File: src/rtl/sar_rd_pkg.sv
`timescale 1ns/1ps
package sar_rd_pkg;

  typedef enum logic [2:0] {
    ST_IDLE  = 3'd0,
    ST_ARM   = 3'd1,
    ST_WAIT  = 3'd2,
    ST_READ  = 3'd3,
    ST_LAST  = 3'd4,
    ST_DONE  = 3'd5,
    ST_ABORT = 3'd6
  } rd_state_t;

  localparam int MIN_PHASE_CYC = 2;

endpackage

File: src/rtl/sar_sync.sv
`timescale 1ns/1ps
module sar_sync #(
  parameter int   STAGES    = 2,
  parameter logic RESET_VAL = 1'b1
) (
  input  logic clk,
  input  logic rst,
  input  logic d,
  output logic q
);

  logic [STAGES-1:0] chain;

  always_ff @(posedge clk) begin
    if (rst) chain <= {STAGES{RESET_VAL}};
    else     chain <= {chain[STAGES-2:0], d};
  end

  assign q = chain[STAGES-1];

endmodule

File: src/rtl/sar_sck_phaser.sv
`timescale 1ns/1ps
module sar_sck_phaser
  import sar_rd_pkg::*;
#(
  parameter int DIV_W = 8
) (
  input  logic             clk,
  input  logic             rst,
  input  logic             en,
  input  logic             stop,
  input  logic [DIV_W-1:0] half_div,
  output logic             sck_o,
  output logic             low_end_o
);

  localparam logic [DIV_W-1:0] MIN_DIV = DIV_W'(MIN_PHASE_CYC);

  logic [DIV_W-1:0] eff_div;
  logic [DIV_W-1:0] cnt;
  logic             started;
  logic             sck_r;
  logic             last_cyc;

  assign eff_div  = (half_div < MIN_DIV) ? MIN_DIV : half_div;
  assign last_cyc = (cnt == eff_div - 1'b1);

  always_ff @(posedge clk) begin
    if (rst || !en) begin
      cnt     <= '0;
      started <= 1'b0;
      sck_r   <= 1'b0;
    end else if (!started) begin
      started <= 1'b1;
      sck_r   <= 1'b1;
      cnt     <= '0;
    end else if (last_cyc) begin
      cnt <= '0;
      if (!(!sck_r && stop)) sck_r <= ~sck_r;
    end else begin
      cnt <= cnt + 1'b1;
    end
  end

  assign sck_o     = sck_r;
  assign low_end_o = en && started && !sck_r && last_cyc;

endmodule

File: src/rtl/sar_shift_in.sv
`timescale 1ns/1ps
module sar_shift_in #(
  parameter int W = 16
) (
  input  logic         clk,
  input  logic         rst,
  input  logic         clr,
  input  logic         shift,
  input  logic         din,
  output logic [W-1:0] word_o
);

  logic [W-1:0] sreg;

  always_ff @(posedge clk) begin
    if (rst || clr) sreg <= '0;
    else if (shift) sreg <= {sreg[W-2:0], din};
  end

  assign word_o = sreg;

endmodule

File: src/rtl/sar_read_ctrl.sv
`timescale 1ns/1ps
module sar_read_ctrl
  import sar_rd_pkg::*;
#(
  parameter int DATA_W      = 16,
  parameter int DIV_W       = 8,
  parameter int TO_W        = 16,
  parameter int SEL_LEAD    = 4,
  parameter int SYNC_STAGES = 2
) (
  input  logic              clk,
  input  logic              rst,
  input  logic              start_req,
  input  logic [DIV_W-1:0]  sck_half_div,
  input  logic [TO_W-1:0]   conv_timeout,
  input  logic              adc_sdo,
  output logic              adc_cnv,
  output logic              adc_sel,
  output logic              adc_sck,
  output logic [DATA_W-1:0] sample_data,
  output logic              sample_valid,
  output logic              timeout_err
);

  localparam int BIT_W  = $clog2(DATA_W);
  localparam int LEAD_W = (SEL_LEAD > 1) ? $clog2(SEL_LEAD) : 1;
  localparam logic [BIT_W-1:0]  LAST_BIT = BIT_W'(DATA_W - 1);
  localparam logic [LEAD_W-1:0] LEAD_END = LEAD_W'(SEL_LEAD - 1);

  rd_state_t         state;
  logic              cnv_r, sel_r, valid_r, err_r;
  logic [DATA_W-1:0] sample_r;
  logic [LEAD_W-1:0] lead_cnt;
  logic [TO_W-1:0]   wait_cnt;
  logic [BIT_W-1:0]  bit_cnt;
  logic              cap_pend;
  logic              sdo_s;
  logic              low_end;
  logic              sck_w;
  logic [DATA_W-1:0] word_w;

  sar_sync #(.STAGES(SYNC_STAGES), .RESET_VAL(1'b1)) u_sync (
    .clk (clk),
    .rst (rst),
    .d   (adc_sdo),
    .q   (sdo_s)
  );

  sar_sck_phaser #(.DIV_W(DIV_W)) u_phaser (
    .clk       (clk),
    .rst       (rst),
    .en        (state == ST_READ),
    .stop      (bit_cnt == LAST_BIT),
    .half_div  (sck_half_div),
    .sck_o     (sck_w),
    .low_end_o (low_end)
  );

  sar_shift_in #(.W(DATA_W)) u_shift (
    .clk    (clk),
    .rst    (rst),
    .clr    (state == ST_ARM),
    .shift  (cap_pend),
    .din    (sdo_s),
    .word_o (word_w)
  );

  // the bit is taken one cycle after the low phase ends, past the synchronizer delay
  always_ff @(posedge clk) begin
    if (rst) cap_pend <= 1'b0;
    else     cap_pend <= low_end;
  end

  always_ff @(posedge clk) begin
    if (rst) begin
      state    <= ST_IDLE;
      cnv_r    <= 1'b0;
      sel_r    <= 1'b1;
      valid_r  <= 1'b0;
      err_r    <= 1'b0;
      sample_r <= '0;
      lead_cnt <= '0;
      wait_cnt <= '0;
      bit_cnt  <= '0;
    end else begin
      valid_r <= 1'b0;
      case (state)
        ST_IDLE: begin
          if (start_req) begin
            cnv_r    <= 1'b1;
            err_r    <= 1'b0;
            lead_cnt <= '0;
            state    <= ST_ARM;
          end
        end
        ST_ARM: begin
          if (lead_cnt == LEAD_END) begin
            sel_r    <= 1'b0;
            wait_cnt <= '0;
            state    <= ST_WAIT;
          end else begin
            lead_cnt <= lead_cnt + 1'b1;
          end
        end
        ST_WAIT: begin
          if (!sdo_s) begin
            bit_cnt <= '0;
            state   <= ST_READ;
          end else if (wait_cnt == conv_timeout) begin
            err_r <= 1'b1;
            sel_r <= 1'b1;
            state <= ST_ABORT;
          end else begin
            wait_cnt <= wait_cnt + 1'b1;
          end
        end
        ST_READ: begin
          if (low_end) begin
            if (bit_cnt == LAST_BIT) state <= ST_LAST;
            else                     bit_cnt <= bit_cnt + 1'b1;
          end
        end
        ST_LAST: begin
          sel_r <= 1'b1;
          state <= ST_DONE;
        end
        ST_DONE: begin
          cnv_r    <= 1'b0;
          valid_r  <= 1'b1;
          sample_r <= word_w;
          state    <= ST_IDLE;
        end
        ST_ABORT: begin
          cnv_r <= 1'b0;
          state <= ST_IDLE;
        end
        default: state <= ST_IDLE;
      endcase
    end
  end

  assign adc_cnv      = cnv_r;
  assign adc_sel      = sel_r;
  assign adc_sck      = sck_w;
  assign sample_data  = sample_r;
  assign sample_valid = valid_r;
  assign timeout_err  = err_r;

endmodule

File: config.mk
export PLATFORM = sky130hd
export DESIGN_NAME = sar_read_ctrl
export DESIGN_NICKNAME = d
export VERILOG_FILES = /design/src/rtl/sar_rd_pkg.sv /design/src/rtl/sar_sync.sv /design/src/rtl/sar_sck_phaser.sv /design/src/rtl/sar_shift_in.sv /design/src/rtl/sar_read_ctrl.sv
export SDC_FILE = /design/constraint.sdc
export NUM_CORES = 1
export LEC_CHECK = 0
export ABC_AREA = 1
export BUFFER_PORTS_ARGS = -buffer_cell sky130_fd_sc_hd__clkbuf_2
export CORE_ASPECT_RATIO = 0.7
export CORE_MARGIN = 2
export CORE_UTILIZATION = 63
export DETAILED_ROUTE_END_ITERATION = 12
export GPL_TIMING_DRIVEN = 0
export PLACE_DENSITY = 0.85
export SETUP_SLACK_MARGIN = 0.1
export SLEW_MARGIN = 25
export SYNTH_ARGS = -nofsm -noshare
export SYNTH_HDL_FRONTEND = slang
export SYNTH_HIERARCHICAL = 1
export SYNTH_SLANG_ARGS = --single-unit
File: constraint.sdc
create_clock -name clk -period 7.81 [get_ports clk]
set_input_delay 1.1715 -clock clk [delete_from_list [all_inputs] [get_ports clk]]
set_output_delay 1.1715 -clock clk [all_outputs]
set_load 0.01 [all_outputs]
==> metrics.md <==
| Metric | Value |
|---|---|
| Worst stage delay on the critical path | 0.36 ns |
| First-pass GRT wire length | 16.9 mm |
| Mapped Nets | 688 |
| Chip Height | about 73 µm |
| Final Hold Viols | 0 |
| PD cells | 214 nW/µm² |
| NumNets Final | 747 |
| WP data required | 8.06 ns |
| WP data arrival | 3.90 ns |
| Async SR Flop Fraction | 0% |
| Initial antenna violation count | 0 |
| Most frequent cells after synthesis | nand2_1, nor2_1, inv_1 |
| Yosys warns | 6 |
| Max Fclk | about 270 MHz |
| Hold slack final | 0.417 ns |
| Pins Over Slew Limit | 0 |
| Hold crit path type | register to register |
| DR iter-0 viols | approximately 240 |
| Post-synthesis cell count | 655 |
| Core area | 6690 µm² |
| Gr usage total | 28.7% |
| WL/cell | 12.3 µm |
| GRT overflow | 0 |
| Leak | slightly above 2 nW |
| Via density | 5.15 |
| Most frequent cell after synthesis | nand2_1 |
| Status | completed |
| P&R area growth vs syn | 13.3% |
| Period utilization | 46.7% |
| Share of cells above drive strength 1 | about 20% |
| Synth area leaders | dfxtp_1, nand2_1, nor2_1 |
| Largest net degree at the start of global routing | 14 |
| Switching share of power | around a third |
| Clk pwr share | a little under a third |
| WL final | 9.95 mm |
| Sequential share of power | 41.4% |
| Crit-path max FO | 5 |
| DP Wirelength | 7.39 mm |
| Die X-Extent | 103 µm |
| Max_cap viols | 0 |
| CP Capture Type | register |
| Area of the mapped netlist | between 4000 and 5000 µm² |
| VDD IR max | approximately 140 µV |
| Routed via count | 4180 |
| Port Buffer Count | 48 |
| Clk_lat worst skew | approximately 0.35 ns |
| Post-cts hold buffer count | 0 |
| Residual DRC count | 0 |
| Sequential share of the synthesized area | between 30% and 40% |
| Worst-margin pin slew | between 0.6 and 0.7 ns |
| Placer Congestion | 0.959 |
| Post-cts repair resize count | 0 |
| Largest area contributor in the netlist | dfxtp_1 |
| FP Rows | 25 |
| CP top delay family | simple AND/OR/NAND/NOR gates |
| Vias in the first global route | between 4000 and 5000 |
| Htree depth | 3 |
| Cell variety after synth | 35 |
| Top_reg_cell synth | dfxtp_1 |
| Internal Power | between 0.6 and 0.7 mW |
| Critical-path top delay cell | nor4_1 |
| # setup viols final | 0 |
| Worst-path clk slew | 0.08 ns |
| Clk sink count | 74 |
| Clock skew | 0.0112 ns |
| Worst path most repeated cell | nand2_1 |
| Startpoint Class | input port |
| Number of nets with antenna violations after routing | 0 |
| Clock Path Buffers | 2 |
| EDFF count, synth | 0 |
| RSZ-0062 raised after global routing | false |
| Crit path buffers/inverters | 2 |
| Yosys top cell area share | around 34% |
| Crit-path cells | clkbuf_2 > nor2_2 > nand2_2 > nor2_2 > nor2_1 > ha_1 > inv_1 > nand2_1 > nand2_1 > nand2_1 > nand2_1 > nand3_1 > nor2_4 > nand4_1 > nor4_1 > nor3_1 > nor2_1 > nand2_1 > nor2_1 > xnor2_1 > nor2_1 |
| CTS tree | done |
| Io pins | between 40 and 50 |
| Num CTS Buffers | 9 |
| First-pass DRT Iterations | 6 |
| Comb pwr share | 27.6% |
| Fin Setup TNS | 0 ns |
| Initial Util | 64.3% |
| Switch Pwr | 0.361 mW |
| Syn Area/Cell | 6.58 µm² |
| Minimum clock period | 3.65 ns |
| # diodes | 0 |
| Slew HR | 53.9% |
| Die Area | 7520 µm² |
| Synth Register Bits | 74 |
| Post-CTS setup buffer count | 0 |
| Clock root cell | clkbuf_8 |
| Critical path class | input port to register |
## sequential cells by signal, summed over array words and instances, names as in the netlist, 2 cells and up
name and count:
sample_data 16, u_shift/word_o 16, wait_cnt 16, u_phaser/cnt 8, bit_cnt 4, state 3, lead_cnt 2, u_sync/chain 2
## power groups by stage
stage	sequential (mW)	combinational, mW	clock, mW
3_5_place_dp	0.439	0.281	0
6_report	0.432	0.288	0.325
5_1_grt	0.436	0.324	0.348
3_3_place_gp	0.437	0.271	0
4_1_cts	0.431	0.285	0.331
2_1_floorplan	0.438	0.208	0
## stage by stage
step | area (µm²) | instances | power (mW) | util, % | setup slack (ns)
final | 4880 | 812 | 1.04 | 72.9 | 4.16
after global routing | 4880 | 812 | 1.11 | 72.9 | 3.86
after CTS | 4880 | 812 | 1.05 | 72.9 | 4.25
after detailed placement | 4660 | 797 | 0.720 | 69.7 | 3.88
after global placement | 4660 | 797 | 0.708 | 69.7 | 3.97
after floorplan | 4310 | 655 | 0.646 | - | 4.46
## worst paths after layout
| kind | startpoint | endpoint | cells past startpoint | slack, ns |
|---|---|---|---|---|
| worst max-delay path | sck_half_div[2] | bit_cnt[3] | 21 | 4.16 |
| worst max register to register | u_phaser/cnt[4] | bit_cnt[3] | 14 | 5.44 |
| worst min-delay path | u_sync/chain[0] | u_sync/chain[1] | 2 | 0.42 |
| worst min register to register | u_sync/chain[0] | u_sync/chain[1] | 2 | 0.42 |
## per-layer routing
metal,part of all wire [%],up-vias,global-route usage [%]
li1,-,2145,-
met1,45,1879,33.9
met2,48,137,50.2
met3,5.9,19,7.47
met4,1.6,0,10.7
met5,0,-,0
## cell type report
cell class	count	area, µm²
clock inverter	6	90.1
fill	573	1820
inverter	98	368
sequential	74	1480
clock buffer	9	124
multi-input combinational	465	2350
tap	94	118
buffer	18	111
timing repair buffer	48	240
## worst reg2reg max path: stages, from the launching register on
cell and delay (ns):
dfxtp_1 0.36, or2_1 0.26, nand2_1 0.06, o21ai_1 0.07, nand2_1 0.07, nand3_1 0.10, nor2_4 0.17, nand4_1 0.11
nor4_1 0.36, nor3_1 0.13, nor2_1 0.14, nand2_1 0.13, nor2_1 0.15, xnor2_1 0.13, nor2_1 0.05
## cell usage in the layout, fill, tap and decap left out, drive strengths merged, types with 2 or more instances in the layout
master / Yosys / final
ha: 5 / 5
dfxtp: 74 / 74
nor2: 117 / 117
nor3: 8 / 8
nand3: 41 / 41
xor2: 14 / 14
clkbuf: 7 / 64
o21ai: 22 / 22
nand2: 188 / 188
xnor2: 6 / 6
clkinv: 0 / 2
buf: 11 / 11
nand4: 15 / 15
a21oi: 39 / 39
or2: 4 / 4
inv: 98 / 99
bufinv: 0 / 2
## logic make-up (layout without fill, tap and decap cells)
logic type	count (synthesis)	in the layout	share of synthesized area, %
and+or+nand+nor	376	376	40.5
adders and majority gates	5	5	1.45
buffers and inverters	116	179	11.1
DFF	74	74	34.4
AOI/OAI and AO/OA	64	64	8.45
xor gates and xnor gates	20	20	4.07
Note: power is estimated with default switching activity, not from simulation.
